[config.mk]
export PLATFORM = sky130hd
export DESIGN_NAME = bbx_translator
export DESIGN_NICKNAME = d
export VERILOG_FILES = /design/src/rtl/bbx_pkg.sv /design/src/rtl/bbx_mode_ctrl.sv /design/src/rtl/bbx_seg_regs.sv /design/src/rtl/bbx_xlate.sv /design/src/rtl/bbx_translator.sv
export SDC_FILE = /design/constraint.sdc
export NUM_CORES = 1
export LEC_CHECK = 0
export ABC_AREA = 1
export BUFFER_PORTS_ARGS = -buffer_cell sky130_fd_sc_hd__buf_2
export CORE_MARGIN = 4
export CORE_UTILIZATION = 52
export CTS_CLUSTER_DIAMETER = 30
export DETAILED_ROUTE_END_ITERATION = 7
export PLACE_DENSITY = 0.81
export SLEW_MARGIN = 0
export SYNTH_ARGS = -nofsm -noshare
export SYNTH_HDL_FRONTEND = slang
export SYNTH_SLANG_ARGS = --single-unit
[constraint.sdc]
create_clock -name clk -period 4.6 [get_ports clk]
set_clock_uncertainty 0.15 [all_clocks]
set_input_delay 0 -clock clk [delete_from_list [all_inputs] [get_ports clk]]
set_output_delay 0 -clock clk [all_outputs]
set_load 0.01 [all_outputs]
[src/rtl/bbx_pkg.sv]
// Shared definitions for the base-and-bounds translator.
// Assumes: the mode encoding below is visible at the mode_sup port.
package bbx_pkg;
    typedef enum logic {
        MODE_USER = 1'b0,
        MODE_SUP  = 1'b1
    } bbx_mode_e;

    typedef enum logic {
        SEL_BASE  = 1'b0,
        SEL_LIMIT = 1'b1
    } bbx_sel_e;
endpackage

[src/rtl/bbx_mode_ctrl.sv]
// Privilege mode bit.
// Does: holds the mode. Entry to supervisor is always accepted. Return to
//       user is accepted only from supervisor.
// Assumes: synchronous active-low reset into supervisor mode.
module bbx_mode_ctrl
    import bbx_pkg::*;
(
    input  logic      clk,
    input  logic      rst_n,
    input  logic      set_valid,
    input  logic      set_val,
    output bbx_mode_e mode
);
    bbx_mode_e mode_q;
    bbx_mode_e mode_d;

    // Next-mode selection under the privilege rule.
    always_comb begin
        mode_d = mode_q;
        if (set_valid) begin
            if (set_val) begin
                mode_d = MODE_SUP;
            end else if (mode_q == MODE_SUP) begin
                mode_d = MODE_USER;
            end
        end
    end

    // Mode register.
    always_ff @(posedge clk) begin
        if (!rst_n) mode_q <= MODE_SUP;
        else        mode_q <= mode_d;
    end

    assign mode = mode_q;

    // a supervisor request always lands in supervisor mode.
    a_r8_enter_sup: assert property (@(posedge clk) disable iff (!rst_n)
        (set_valid && set_val) |=> (mode_q == MODE_SUP));

    // supervisor mode is never gained without an explicit request.
    a_r8_no_silent_rise: assert property (@(posedge clk) disable iff (!rst_n)
        (mode_q == MODE_USER && !(set_valid && set_val)) |=> (mode_q == MODE_USER));
endmodule

[src/rtl/bbx_seg_regs.sv]
// Segment registers: relocation base and segment length.
// Does: takes writes in supervisor mode, refuses them in user mode and
//       pulses a privilege trap one cycle later.
// Assumes: the mode presented is the one in force in the write cycle.
module bbx_seg_regs
    import bbx_pkg::*;
#(
    parameter int ADDR_W = 32
) (
    input  logic              clk,
    input  logic              rst_n,
    input  bbx_mode_e         mode,
    input  logic              we,
    input  logic              sel,
    input  logic [ADDR_W-1:0] wdata,
    output logic [ADDR_W-1:0] base,
    output logic [ADDR_W-1:0] limit,
    output logic              priv_trap
);
    localparam logic [ADDR_W-1:0] LIMIT_RST = '1;

    logic [ADDR_W-1:0] base_q;
    logic [ADDR_W-1:0] limit_q;
    logic              trap_q;
    logic              wr_ok;
    logic              wr_bad;

    // Classify a write by the privilege in force.
    always_comb begin
        wr_ok  = we && (mode == MODE_SUP);
        wr_bad = we && (mode == MODE_USER);
    end

    // Base register update.
    always_ff @(posedge clk) begin
        if (!rst_n)                                  base_q <= '0;
        else if (wr_ok && bbx_sel_e'(sel) == SEL_BASE) base_q <= wdata;
    end

    // Length register update.
    always_ff @(posedge clk) begin
        if (!rst_n)                                   limit_q <= LIMIT_RST;
        else if (wr_ok && bbx_sel_e'(sel) == SEL_LIMIT) limit_q <= wdata;
    end

    // Privilege trap pulse.
    always_ff @(posedge clk) begin
        if (!rst_n) trap_q <= 1'b0;
        else        trap_q <= wr_bad;
    end

    assign base      = base_q;
    assign limit     = limit_q;
    assign priv_trap = trap_q;

    // a user-mode write leaves both registers as they were.
    a_r6_regs_hold: assert property (@(posedge clk) disable iff (!rst_n)
        (we && mode == MODE_USER) |=> ($stable(base_q) && $stable(limit_q)));

    // the trap only follows a write attempted in user mode.
    a_r6_trap_cause: assert property (@(posedge clk) disable iff (!rst_n)
        $rose(trap_q) |-> $past(we && mode == MODE_USER));

    // a supervisor write to the base lands.
    a_r5_base_write: assert property (@(posedge clk) disable iff (!rst_n)
        (we && mode == MODE_SUP && !sel) |=> (base_q == $past(wdata)));
endmodule

[src/rtl/bbx_xlate.sv]
// Registered translation stage.
// Does: compares the effective address with the length, adds the base,
//       detects a carry out, and registers the result with a valid strobe.
// Assumes: base and limit are stable registers from the segment block.
module bbx_xlate #(
    parameter int ADDR_W = 32
) (
    input  logic              clk,
    input  logic              rst_n,
    input  logic              req_valid,
    input  logic [ADDR_W-1:0] req_ea,
    input  logic [ADDR_W-1:0] base,
    input  logic [ADDR_W-1:0] limit,
    output logic              rsp_valid,
    output logic [ADDR_W-1:0] rsp_pa,
    output logic              rsp_trap
);
    localparam int SUM_W = ADDR_W + 1;

    logic [SUM_W-1:0]  sum;
    logic              over_len;
    logic              carry;
    logic              trap_d;
    logic [ADDR_W-1:0] pa_d;
    logic              vld_q;
    logic              trap_q;
    logic [ADDR_W-1:0] pa_q;

    // Relocation sum and both violation checks.
    always_comb begin
        sum      = {1'b0, req_ea} + {1'b0, base};
        over_len = (req_ea >= limit);
        carry    = sum[SUM_W-1];
        trap_d   = over_len || carry;
        pa_d     = trap_d ? '0 : sum[ADDR_W-1:0];
    end

    // Response register, cleared when no request is present.
    always_ff @(posedge clk) begin
        if (!rst_n) begin
            vld_q  <= 1'b0;
            trap_q <= 1'b0;
            pa_q   <= '0;
        end else begin
            vld_q  <= req_valid;
            trap_q <= req_valid && trap_d;
            pa_q   <= req_valid ? pa_d : '0;
        end
    end

    assign rsp_valid = vld_q;
    assign rsp_trap  = trap_q;
    assign rsp_pa    = pa_q;

    // response follows the request by exactly one cycle.
    a_r4_latency: assert property (@(posedge clk) disable iff (!rst_n)
        req_valid |=> vld_q);
    a_r4_no_spurious: assert property (@(posedge clk) disable iff (!rst_n)
        !req_valid |=> (!vld_q && !trap_q && pa_q == '0));

    // a trapped response carries no address.
    a_r2_trap_zero: assert property (@(posedge clk) disable iff (!rst_n)
        trap_q |-> (vld_q && pa_q == '0));

    // an address at or past the length always traps.
    a_r2_len_trap: assert property (@(posedge clk) disable iff (!rst_n)
        (req_valid && req_ea >= limit) |=> trap_q);
endmodule

[src/rtl/bbx_translator.sv]
// Base-and-bounds address translator, top level.
// Does: relocates effective addresses through one segment, traps bounds
//       violations, and guards the segment registers with a mode bit.
// Assumes: one clock, synchronous active-low reset. Requests use the
//          register values in force in the request cycle.
module bbx_translator
    import bbx_pkg::*;
#(
    parameter int ADDR_W = 32
) (
    input  logic              clk,
    input  logic              rst_n,
    input  logic              req_valid,
    input  logic [ADDR_W-1:0] req_ea,
    output logic              rsp_valid,
    output logic [ADDR_W-1:0] rsp_pa,
    output logic              rsp_bound_trap,
    input  logic              cfg_we,
    input  logic              cfg_sel,
    input  logic [ADDR_W-1:0] cfg_wdata,
    output logic              priv_trap,
    input  logic              mode_set_valid,
    input  logic              mode_set_val,
    output logic              mode_sup
);
    bbx_mode_e         mode;
    logic [ADDR_W-1:0] base;
    logic [ADDR_W-1:0] limit;

    bbx_mode_ctrl u_mode (
        .clk       (clk),
        .rst_n     (rst_n),
        .set_valid (mode_set_valid),
        .set_val   (mode_set_val),
        .mode      (mode)
    );

    bbx_seg_regs #(.ADDR_W(ADDR_W)) u_regs (
        .clk       (clk),
        .rst_n     (rst_n),
        .mode      (mode),
        .we        (cfg_we),
        .sel       (cfg_sel),
        .wdata     (cfg_wdata),
        .base      (base),
        .limit     (limit),
        .priv_trap (priv_trap)
    );

    bbx_xlate #(.ADDR_W(ADDR_W)) u_xl (
        .clk       (clk),
        .rst_n     (rst_n),
        .req_valid (req_valid),
        .req_ea    (req_ea),
        .base      (base),
        .limit     (limit),
        .rsp_valid (rsp_valid),
        .rsp_pa    (rsp_pa),
        .rsp_trap  (rsp_bound_trap)
    );

    assign mode_sup = (mode == MODE_SUP);

    // a user-mode request is still answered.
    a_r7_user_translates: assert property (@(posedge clk) disable iff (!rst_n)
        (req_valid && !mode_sup) |=> rsp_valid);
endmodule

Yosys cells after proc, flatten, opt, wreduce, memory -nomap -nowiden
Cells that the tools add are included.
- input port bits: 71
- flip-flop bits (word level): 100
- logic and storage cells: 21
- muxes and demuxes: 1
- bitwise operators: 4
- $lt $le $gt $ge: 1
- $add $sub $neg: 1
- reductions and logical operators: 7
- operators with widths (cell ; number):
    $add 32x32->33 ; 1
    $ge 32x32->1 ; 1
    $logic_and 1x1->1 ; 5
    $not 1->1 ; 4
    $reduce_or 3->1 ; 1
    $logic_or 1x1->1 ; 1
    $mux 1 ; 1

Longest topological paths before layout
- depth in word-level cells: 3
- depth in mapped cells: 15
- depth with buffers taken out: 15

Modules after synthesis
From an unflattened synthesis, not the netlist that was laid out.
- cells, all modules: 1066
- area, all modules: 6717.7 µm²
- by module, submodules not included (module ; area each (µm²) ; times used ; cells each):
    bbx_xlate ; 4232.8 ; 1 ; 715
    bbx_seg_regs ; 2441.1 ; 1 ; 346
    bbx_mode_ctrl ; 43.8 ; 1 ; 5

Least setup slack after synthesis
No wires, ideal clock.
- kind: flip-flop to flip-flop
- from: register u_regs.base_q[0] (netlist: u_regs.base[0])
- to: register u_xl.pa_q[4] (netlist: u_xl.rsp_pa[4])
- arrival: 1.809 ns
- library setup time: 0.062 ns
- stages on the path, launching flop included: 13
- period minus slack after synthesis: 2.021 ns
- buffers on the path: 1
- setup slack: 2.579 ns
- required time: 4.388 ns
- cells stage by stage: dfxtp_1 -> ha_1 -> fa_1 -> nand2_1 -> nand3_1 -> nand3_1 -> nand2_2 -> nand2_1 -> nand2_2 -> nand3_2 -> nand4_4 -> buf_6 -> nor2_2
- cells in the longest elaborated chain, start to end: 3
- RTL lines (element ; line ; source):
    start: declaration ; bbx_seg_regs.sv:22 ; logic [ADDR_W-1:0] base_q;
    start signal: assignment ; bbx_seg_regs.sv:37 ; else if (wr_ok && bbx_sel_e'(sel) == SEL_BASE) base_q <= wdata;
    $add 32x32->33 * ; bbx_xlate.sv:31 ; sum = {1'b0, req_ea} + {1'b0, base};
    $logic_or 1x1->1 ; bbx_xlate.sv:34 ; trap_d = over_len || carry;
    $reduce_or 3->1 (no line) ; n/a ;
    end signal: assignment ; bbx_xlate.sv:47 ; pa_q <= req_valid ? pa_d : '0;
    end: declaration ; bbx_xlate.sv:27 ; logic [ADDR_W-1:0] pa_q;
Every way passes the cells marked *; elsewhere a longest branch is shown, timed or not.
A chain may end at the register's enable or synchronous reset.

Worst setup path after layout
- from: input req_ea[0]
- to: register u_xl.pa_q[9] (netlist: u_xl.rsp_pa[9])
- cells in the longest elaborated chain, start to end: 3
- elaborated cells between the ends (all ways): 4
- those cells by class: add/sub: 1; order compare: 1; reduce/logical: 2
- RTL lines (element ; line ; source):
    start: declaration ; bbx_translator.sv:14 ; input logic [ADDR_W-1:0] req_ea,
    $add 32x32->33 / $ge 32x32->1 (equally long branches) ; bbx_xlate.sv:31, bbx_xlate.sv:32 ;
    $logic_or 1x1->1 ; bbx_xlate.sv:34 ;
    $reduce_or 3->1 (no line) ; n/a ;
Parallel ways exist; a longest one is shown, timed or not.

==> impl_metrics.sql <==
INSERT INTO impl_metrics (metric_group, metric, value, unit) VALUES
('synthesis', 'synth_area_leaders', 'dfxtp_1 31%, nand2_1 14%, ha_1 12%', ''),
('timing', 'period_minus_slack', '2.65', 'ns'),
('clock_tree', 'cts-hold-fix-buffers', '40', ''),
('finish', 'area_growth_syn_to_layout', '21.1', '%'),
('clock_tree', 'cts_tree', 'built', ''),
('min_path', 'timing.hold.worst_path_depth', '4', ''),
('synthesis', 'synthArstFlopShare', '0', '%'),
('power_and_ir_drop', 'internal_power', '1.59', 'mW'),
('synthesis', 'synthesis.nets', '1110', ''),
('routing', 'drt_first_pass_iters', '6', ''),
('clock_tree', 'clkLatencyLatePin', '0.36', 'ns'),
('finish', 'number_of_antenna_cells_inserted', '0', ''),
('min_path', 'endpoint_worst_hold', 'u_xl.rsp_pa[3]$_SDFF_PP0_', ''),
('floorplanning', 'ioPinCount', '107', ''),
('floorplanning', 'initial_utilization', '53.1', '%'),
('synthesis', 'synth_commonest_cells', '237 x nand2_1, 171 x inv_1, 113 x nor2_1', ''),
('synthesis', 'synth_edf_count', '0', ''),
('critical_path', 'critPathRequiredTime', '4.72', 'ns'),
('routing', 'vias', '6440', ''),
('grt', 'grt_max_degree', '64', ''),
('critical_path', 'worst-path-max-fanout', '32', ''),
('clock_tree', 'ctsLongestPathBuffers', '2', ''),
('placement', 'finalWeightedCongestion', '0.959', ''),
('routing', 'post_drt_wl_per_cell', '13.3', 'um'),
('timing', 'clock.fmax', '0.377', 'GHz'),
('routing', 'drt_iter0_markers', '534', ''),
('placement', 'dpl_worst_slack', '1.98', 'ns'),
('outcome', 'result_of_the_run', 'finished, final reports clean', ''),
('routing', 'drtAntennaViolNets', '0', ''),
('clock_tree', 'cts_made_buffers', '9', ''),
('timing', 'setup_repair_after_global_routing_missed_its_margin', 'no', ''),
('min_path', 'hold_path_startpoint', 'req_ea[3]', ''),
('synthesis', 'synth_ff_type', 'dfxtp_1', ''),
('clock_tree', 'clk_root_buffer_cell', 'clkbuf_16', ''),
('synthesis', 'synth.area.mux_share', '0', '%'),
('synthesis', 'synth_adder_area_share', '12.8', '%'),
('power_and_ir_drop', 'vdd.ir_drop.worst', '160', 'uV'),
('power_and_ir_drop', 'power.switching', '0.723', 'mW'),
('finish', 'final.fill_count', '1104', ''),
('synthesis', 'synth.cell_area', '0.00641', 'mm2'),
('power_and_ir_drop', 'p_seq_share', '41.1', '%'),
('floorplanning', 'die-width', '119', 'um'),
('critical_path', 'setup.reg_to_reg.worst_slack', '1.99', 'ns'),
('critical_path', 'worst_path_max_delay_cell', 'nand4_4', ''),
('synthesis', 'ys.warnings.count', '0', ''),
('routing', 'vias_per_std_cell', '5.02', ''),
('critical_path', 'cp_cell_instances', 'dlygate4sd3_1 -> buf_2 -> ha_1 -> fa_1 -> nand2_1 -> nand3_1 -> nand3_1 -> nand2_2 -> nand2_1 -> nand2_2 -> nand3_2 -> nand4_4 -> nor2_2', ''),
('job', 'drv.max_cap_violation_count', '0', ''),
('critical_path', 'r2r-end', 'u_xl.rsp_pa[9]$_SDFF_PP0_', ''),
('power_and_ir_drop', 'combinationalPowerShare', '25.9', '%'),
('critical_path', 'slowest_cell_delay_on_critical_path', '0.55', 'ns'),
('synthesis', 'netlist_instances', '974', ''),
('floorplanning', 'rows', '40', ''),
('grt', 'overflow', '0', ''),
('synthesis', 'main_combinational_cell_family_by_area_after_synthesis', 'simple AND/OR/NAND/NOR gates', ''),
('floorplanning', 'die_area', '0.0142', 'mm2'),
('timing', 'timing.final.max_slew_violations', '0', ''),
('clock_tree', 'h-tree-depth', '3', ''),
('timing', 'finalSetupViolCount', '0', ''),
('power_and_ir_drop', 'power.share.switching', '31.3', '%'),
('placement', 'portBuffers', '106', ''),
('synthesis', 'synth.largest_area_cell', 'dfxtp_1', ''),
('synthesis', 'synth-simple-area-share', '29.7', '%'),
('timing', 'finalHoldViolations', '0', ''),
('timing', 'setup_slack', '1.95', 'ns'),
('critical_path', 'rr_worst_depth', '11', ''),
('critical_path', 'type_of_origin_of_the_critical_path', 'primary input', ''),
('floorplanning', 'die_height', '119', 'um'),
('synthesis', 'synthMostInstantiatedCell', 'nand2_1', ''),
('synthesis', 'yosys_register_bits', '100', ''),
('min_path', 'hold_class', 'in2reg', '');
-- worst max-delay path: cells and delay by family --
kind	cells	cell delay, ns
buffers and inverters	2	0.68
AND/OR/NAND/NOR	9	1.41
adder cells (fa/ha/maj)	2	0.67
-- stage by stage --
step	total power, mW	hold WS (ns)	util [%]	cells
final	2.31	0.0369	64.3	1284
after global routing	2.44	0.0791	64.3	1284
after CTS	2.32	0.0337	64.3	1284
after detailed placement	1.53	0.0826	58.5	1228
after global placement	1.52	0.0605	58.5	1228
after floorplan	1.36	-0.0496	-	974
-- power by group through the flow --
| stage | clock (mW) | combinational (mW) | sequential (mW) |
|---|---|---|---|
| 4_1_cts | 0.779 | 0.589 | 0.948 |
| 6_report | 0.762 | 0.599 | 0.948 |
| 2_1_floorplan | 0 | 0.380 | 0.976 |
| 3_5_place_dp | 0 | 0.558 | 0.967 |
| 5_1_grt | 0.814 | 0.675 | 0.955 |
| 3_3_place_gp | 0 | 0.549 | 0.966 |
-- flip-flops by register name, indices dropped and copies added, names as in the netlist --
name / count
u_regs.priv_trap: 1
u_xl.rsp_pa: 32
u_xl.rsp_trap: 1
u_mode.mode: 1
u_regs.limit: 32
u_regs.base: 32
u_xl.rsp_valid: 1
-- routing by layer --
| metal | share of wire (%) | global-route usage (%) | vias up |
|---|---|---|---|
| met4 | 2.4 | 10.3 | 0 |
| li1 | - | - | 3316 |
| met3 | 6.4 | 3.23 | 27 |
| met1 | 49 | 36.0 | 2875 |
| met5 | 0 | 0 | - |
| met2 | 42 | 36.8 | 222 |
-- cell usage in the layout (no fill, tap or decap), types with 2 or more instances in the layout --
| cell | n |
|---|---|
| nand4_1 | 4 |
| buf_4 | 2 |
| dlygate4sd3_1 | 40 |
| o21ai_0 | 72 |
| dfxtp_1 | 100 |
| a21oi_2 | 2 |
| inv_1 | 171 |
| xor2_1 | 14 |
| o21a_1 | 2 |
| nand3b_1 | 5 |
| nand2_1 | 237 |
| nor2_1 | 113 |
| xnor2_1 | 2 |
| nand2_2 | 6 |
| buf_2 | 106 |
| nand3_1 | 35 |
| clkbuf_16 | 9 |
| nor2_4 | 2 |
| ha_1 | 64 |
| nor3_1 | 10 |
| clkinv_2 | 3 |
| a21oi_1 | 69 |
| o21bai_1 | 6 |
| nor2_2 | 30 |
-- how the worst max path moves through the flow --
stage	from	end	slack [ns]	cells after the start
6_report	req_ea[0]	u_xl.rsp_pa[9]$_SDFF_PP0_	1.95	13
5_1_grt	req_ea[0]	u_xl.rsp_pa[0]$_SDFF_PP0_	1.71	13
4_1_cts	u_regs.base[0]$_SDFFE_PN0P_	u_xl.rsp_pa[25]$_SDFF_PP0_	1.97	11
3_5_place_dp	u_regs.base[0]$_SDFFE_PN0P_	u_xl.rsp_pa[4]$_SDFF_PP0_	1.98	11
3_3_place_gp	u_regs.base[0]$_SDFFE_PN0P_	u_xl.rsp_pa[0]$_SDFF_PP0_	2.06	11
2_1_floorplan	u_regs.base[0]$_SDFFE_PN0P_	u_xl.rsp_pa[4]$_SDFF_PP0_	2.58	12
-- area by class of cell --
type                    instances  area [um2]  area share [%]
multi-input cells             680        3650            47.1
flip-flops and latches        100        2000            25.8
repair buffers                148         946            12.2
inverters                     172         646            8.32
clock buffers                  10         239            3.08
well taps                     168         210            2.71
clock inverters                 6        61.3           0.790
-- logic make-up after synthesis --
kind of cell / count (synthesis)
simple gates: 447
buf+inv: 194
compound gates: 152
flops: 100
fa+ha+maj: 65
xor+xnor: 16
Note: power is estimated with default switching activity, not from simulation.
